==> src/rtl/salu_pkg.sv <==
package salu_pkg;
  localparam int CMD_W    = 3;
  localparam int OP_COUNT = 1 << CMD_W;

  typedef enum logic [CMD_W-1:0] {
    OP_ADD  = 3'd0,
    OP_SUB  = 3'd1,
    OP_XOR  = 3'd2,
    OP_SLT  = 3'd3,
    OP_AND  = 3'd4,
    OP_NAND = 3'd5,
    OP_NOR  = 3'd6,
    OP_OR   = 3'd7
  } op_e;

  typedef logic [OP_COUNT-1:0] op_sel_t;
endpackage

==> src/rtl/salu_cmd_decode.sv <==
module salu_cmd_decode
  import salu_pkg::*;
(
  input  logic [CMD_W-1:0] cmd,
  output op_sel_t          sel
);
  for (genvar i = 0; i < OP_COUNT; i++) begin : g_line
    assign sel[i] = (cmd == CMD_W'(i));
  end
endmodule

==> src/rtl/salu_slice.sv <==
module salu_slice
  import salu_pkg::*;
(
  input  logic    a,
  input  logic    b,
  input  logic    cin,
  input  op_sel_t sel,
  output logic    res,
  output logic    cout
);
  logic    b_eff;
  logic    sum;
  logic    add_c;
  logic    cmp_c;
  op_sel_t cand;

  // B is inverted for subtract; the carry into bit 0 supplies the +1
  assign b_eff = b ^ sel[OP_SUB];
  assign sum   = a ^ b_eff ^ cin;
  assign add_c = (a & b_eff) | (cin & (a ^ b_eff));

  // comparison: equal bits forward the lower verdict, differing bits decide
  assign cmp_c = (a == b) ? cin : (~a & b);

  assign cout  = sel[OP_SLT] ? cmp_c : add_c;

  always_comb begin
    cand          = '0;
    cand[OP_ADD]  = sum;
    cand[OP_SUB]  = sum;
    cand[OP_XOR]  = a ^ b;
    cand[OP_SLT]  = 1'b0;
    cand[OP_AND]  = a & b;
    cand[OP_NAND] = ~(a & b);
    cand[OP_NOR]  = ~(a | b);
    cand[OP_OR]   = a | b;
  end

  // one-hot AND-OR multiplexer
  assign res = |(sel & cand);
endmodule

==> src/rtl/slice_alu.sv <==
module slice_alu
  import salu_pkg::*;
#(
  parameter int WIDTH = 32
) (
  input  logic             clk,
  input  logic             rst,
  input  logic [CMD_W-1:0] cmd,
  input  logic [WIDTH-1:0] op_a,
  input  logic [WIDTH-1:0] op_b,
  output logic [WIDTH-1:0] result,
  output logic             carry_out,
  output logic             overflow,
  output logic             zero
);
  localparam int MSB = WIDTH - 1;

  op_sel_t          sel;
  logic [WIDTH:0]   chain;
  logic [WIDTH-1:0] slice_res;
  logic [WIDTH-1:0] res_d;
  logic             arith;
  logic             signs_differ;
  logic             less;
  logic             ovf_d;

  salu_cmd_decode u_dec (
    .cmd (cmd),
    .sel (sel)
  );

  // subtract needs a carry-in of 1; add and set-less-than start from 0
  assign chain[0] = sel[OP_SUB];

  for (genvar i = 0; i < WIDTH; i++) begin : g_slice
    salu_slice u_slice (
      .a    (op_a[i]),
      .b    (op_b[i]),
      .cin  (chain[i]),
      .sel  (sel),
      .res  (slice_res[i]),
      .cout (chain[i+1])
    );
  end

  assign arith        = sel[OP_ADD] | sel[OP_SUB];
  assign signs_differ = op_a[MSB] ^ op_b[MSB];
  // unsigned verdict from the chain, corrected when the signs differ
  assign less         = chain[WIDTH] ^ signs_differ;

  always_comb begin
    res_d    = slice_res;
    res_d[0] = slice_res[0] | (sel[OP_SLT] & less);
  end

  // the effective B sign must match A's sign and the result's sign must not
  assign ovf_d = arith & (op_a[MSB] == (op_b[MSB] ^ sel[OP_SUB]))
                       & (res_d[MSB] != op_a[MSB]);

  always_ff @(posedge clk) begin
    if (rst) begin
      result    <= '0;
      carry_out <= 1'b0;
      overflow  <= 1'b0;
      zero      <= 1'b1;
    end else begin
      result    <= res_d;
      carry_out <= chain[WIDTH] & arith;
      overflow  <= ovf_d;
      zero      <= ~|res_d;
    end
  end

  // flags stay low for non-arithmetic commands
  assert_quiet_flags_R6: assert property (@(posedge clk) disable iff (rst)
    (cmd != OP_ADD && cmd != OP_SUB) |=> (!carry_out && !overflow));

  // set-less-than drives only bit 0
  assert_slt_upper_R4: assert property (@(posedge clk) disable iff (rst)
    (cmd == OP_SLT) |=> (result[MSB:1] == '0));

  // equal operands are never less
  assert_slt_equal_R4: assert property (@(posedge clk) disable iff (rst)
    (cmd == OP_SLT && op_a == op_b) |=> (result == '0));

  // equal subtraction gives zero with no borrow
  assert_sub_equal_R2: assert property (@(posedge clk) disable iff (rst)
    (cmd == OP_SUB && op_a == op_b) |=> (zero && carry_out && !overflow));

  // identical XOR operands give a zero flag
  assert_xor_zero_R7: assert property (@(posedge clk) disable iff (rst)
    (cmd == OP_XOR && op_a == op_b) |=> zero);

  // adding operands of opposite sign never overflows
  assert_no_overflow_R3: assert property (@(posedge clk) disable iff (rst)
    (cmd == OP_ADD && op_a[MSB] != op_b[MSB]) |=> !overflow);
endmodule

==> config.mk <==
export PLATFORM = sky130hd
export DESIGN_NAME = slice_alu
export DESIGN_NICKNAME = d
export VERILOG_FILES = /design/src/rtl/salu_pkg.sv /design/src/rtl/salu_cmd_decode.sv /design/src/rtl/salu_slice.sv /design/src/rtl/slice_alu.sv
export SDC_FILE = /design/constraint.sdc
export NUM_CORES = 1
export LEC_CHECK = 0
export BUFFER_PORTS_ARGS = -buffer_cell sky130_fd_sc_hd__buf_2
export CORE_ASPECT_RATIO = 2
export CORE_UTILIZATION = 55
export DETAILED_ROUTE_END_ITERATION = 8
export PLACE_DENSITY = 0.84
export SYNTH_ARGS = -nofsm -noshare
export SYNTH_HDL_FRONTEND = slang
export SYNTH_SLANG_ARGS = --single-unit
==> constraint.sdc <==
create_clock -name clk -period 59 [get_ports clk]
set_input_delay 11.8 -clock clk [delete_from_list [all_inputs] [get_ports clk]]
set_output_delay 11.8 -clock clk [all_outputs]
set_load 0.05 [all_outputs]
==> run metrics <==
worst vdd ir=0.0000149 V; post-synthesis sequential area ratio=0.117; Port Buf Inserts=103; Hold Crit Class=in -> reg; DRT iter0 DRCs=446; relative slew slack=0.119; share of post-route cells with drive strength above 1=0.182; Seq. cell area=701 µm²; syn avg cell area=8.48 µm²; Gates resized, CTS repair=0; met3 wire len=1120 µm; multi-input combinational cell area=4770 µm²; final wirelength=16800 µm; total grt overflow=0; die width=75.9 µm; cell row count=53; Post-DP HPWL=12600 µm; Post-CTS Setup Repair Bufs=0; clock share of power=0.251; ys flop type=dfxtp_1; fillcell total=877; post-layout util=0.633; met1 WL=5590 µm; die area=11400 µm²; arrival time at the worst endpoint=33630 ps; period utilization=0.567; asr flop ratio synth=0; Tightest Pin Transition=1320 ps; Hold Buf Count CTS=0; Clock Path Buffers=2; WL/cell=18.3 µm; pin count of the biggest net entering global routing=89; Worst EP required=59180 ps; First-pass DRT Iterations=6; Pint=0.0696 mW; critical path's largest stage delay=680 ps; Fmax=29.9 MHz; clk sinks=35; total track usage=0.302; Syn Inst Count=709; crit end category=flop; Syn. warnings=0; most frequent CP cell=fa_1; I/O Pins=104; first-pass GRT wire length=27500 µm; Psw=0.0519 mW; initial antenna violation count=0; # DRC=0; Fin Setup TNS=0 ps; vias in the first global route=5997; Max FO, Critical Path=60; Via density=6.31; Area Growth Syn to Fin=11.1%; max layer used=met4; synthesized area=6010 µm²; library cells used by synthesis=69; Comb power frac=0.529; Core ar.=10500 µm²; sw frac=0.427; Layout Nets=976; Post-synth EDFFs=0; unrepaired setup endpoints after global routing=false; #FFs+latches synth=35; GPL Wtd Cong=0.935; H-tree Lvls=2; via total after detailed routing=5790; CTS buffer count=5; crit start category=input port; final setup violating endpoints=0; antenna diode count=0; commonest non-fill, non-tap cell in the layout=buf_2; Final Hold Fails=0; Max Cap Violations=0; Post-Syn Nets=906; Routed Antenna Nets=0; register share of total power=0.219; Leak=3.21 nW; Crit Path Category=in -> reg; CTS tree=built; CTS Root Buffer Type=clkbuf_16; Starting Density=0.570; clock slew at reported path FFs=60 ps; most frequent cells in the layout=103 x buf_2, 97 x ha_1, 81 x inv_1, 50 x xnor2_1, 44 x nand2_1; routed wl met2=8720 µm; minimum clock period after layout=33450 ps; Final Slew Violations=0; CP max-delay cell=buf_4; PwrDens=18.2 nW/µm²; status=finished, final reports clean; Die H=150 µm
[synthesized netlist by cell type, types with 12 or more instances]
master    count  area share
inv_1        81       0.051
nor2_1       43       0.027
o21ai_0      23       0.019
o211ai_1     12       0.015
clkbuf_1     16       0.010
nand3_1      12       0.010
fa_1         31        0.10
nor3_1       24       0.020
a21oi_1      23       0.019
xnor2_1      50       0.073
ha_1         97        0.20
xor2_1       20       0.029
dfxtp_1      35        0.12
nand2_1      44       0.027
a221oi_1     19       0.028
buf_2        15       0.012
a311o_1      17       0.028
[critical path, delay by kind of cell]
family                     cells  cell delay [ps]
and+or+nand+nor               32             3310
AOI/OAI and AO/OA             32             5060
xor gates and xnor gates       1              170
muxes                          2              360
adders and majority gates     30            11490
buffers and inverters          5             1400
[metrics by stage]
stage                     total power, mW  setup slack [ps]  hold slack (ps)  std cells  cell area (µm²)
after global routing                0.129             24290            11860        917             6680
final                               0.122             25550            11850        917             6680
after detailed placement           0.0904             25500            12130        909             6500
after CTS                           0.121             25710            11850        917             6680
after global placement             0.0879             25800            12120        909             6500
after floorplan                    0.0737             28110            11960        709             6010
[logic make-up (layout without fill, tap and decap cells)]
| logic type | count (synthesis) | after routing | synth area share |
|---|---|---|---|
| and+or+nand+nor | 176 | 176 | 0.149 |
| AOI/OAI and AO/OA | 152 | 152 | 0.199 |
| adders and majority gates | 128 | 128 | 0.305 |
| buffers and inverters | 127 | 198 | 0.0912 |
| xor gates and xnor gates | 70 | 70 | 0.102 |
| DFF | 35 | 35 | 0.117 |
| muxes | 21 | 21 | 0.0373 |
[layer usage]
| layer | global-route usage | vias up |
|---|---|---|
| met2 | 0.562 | 331 |
| met5 | 0 | - |
| met3 | 0.0494 | 125 |
| met4 | 0.245 | 0 |
| li1 | - | 2614 |
| met1 | 0.289 | 2720 |
[power groups by stage]
stage	clock network, mW	logic [mW]	registers [mW]
finish	0.0306	0.0643	0.0267
global route	0.0318	0.0702	0.0269
CTS	0.0308	0.0636	0.0267
detailed placement	0	0.0632	0.0272
global placement	0	0.0608	0.0271
floorplan	0	0.0379	0.0358
[path summary, 6_finish.rpt]
kind | from | endpoint | cells after the start
hold / removal | op_a[31] | overflow | 3
setup / recovery | cmd[0] | zero | 102
[flip-flops by register name, summed over array words and instances, names as in the netlist]
register	flops
zero	1
carry_out	1
overflow	1
result	32
[cell type report]
cell class / count / area share
clock inverter: 3 / 0.00712
tap: 137 / 0.0257
multi-input combinational: 547 / 0.714
sequential: 35 / 0.105
timing repair buffer: 109 / 0.0839
clock buffer: 5 / 0.0187
inverter: 81 / 0.0455
Note: power is estimated with default switching activity, not from simulation.
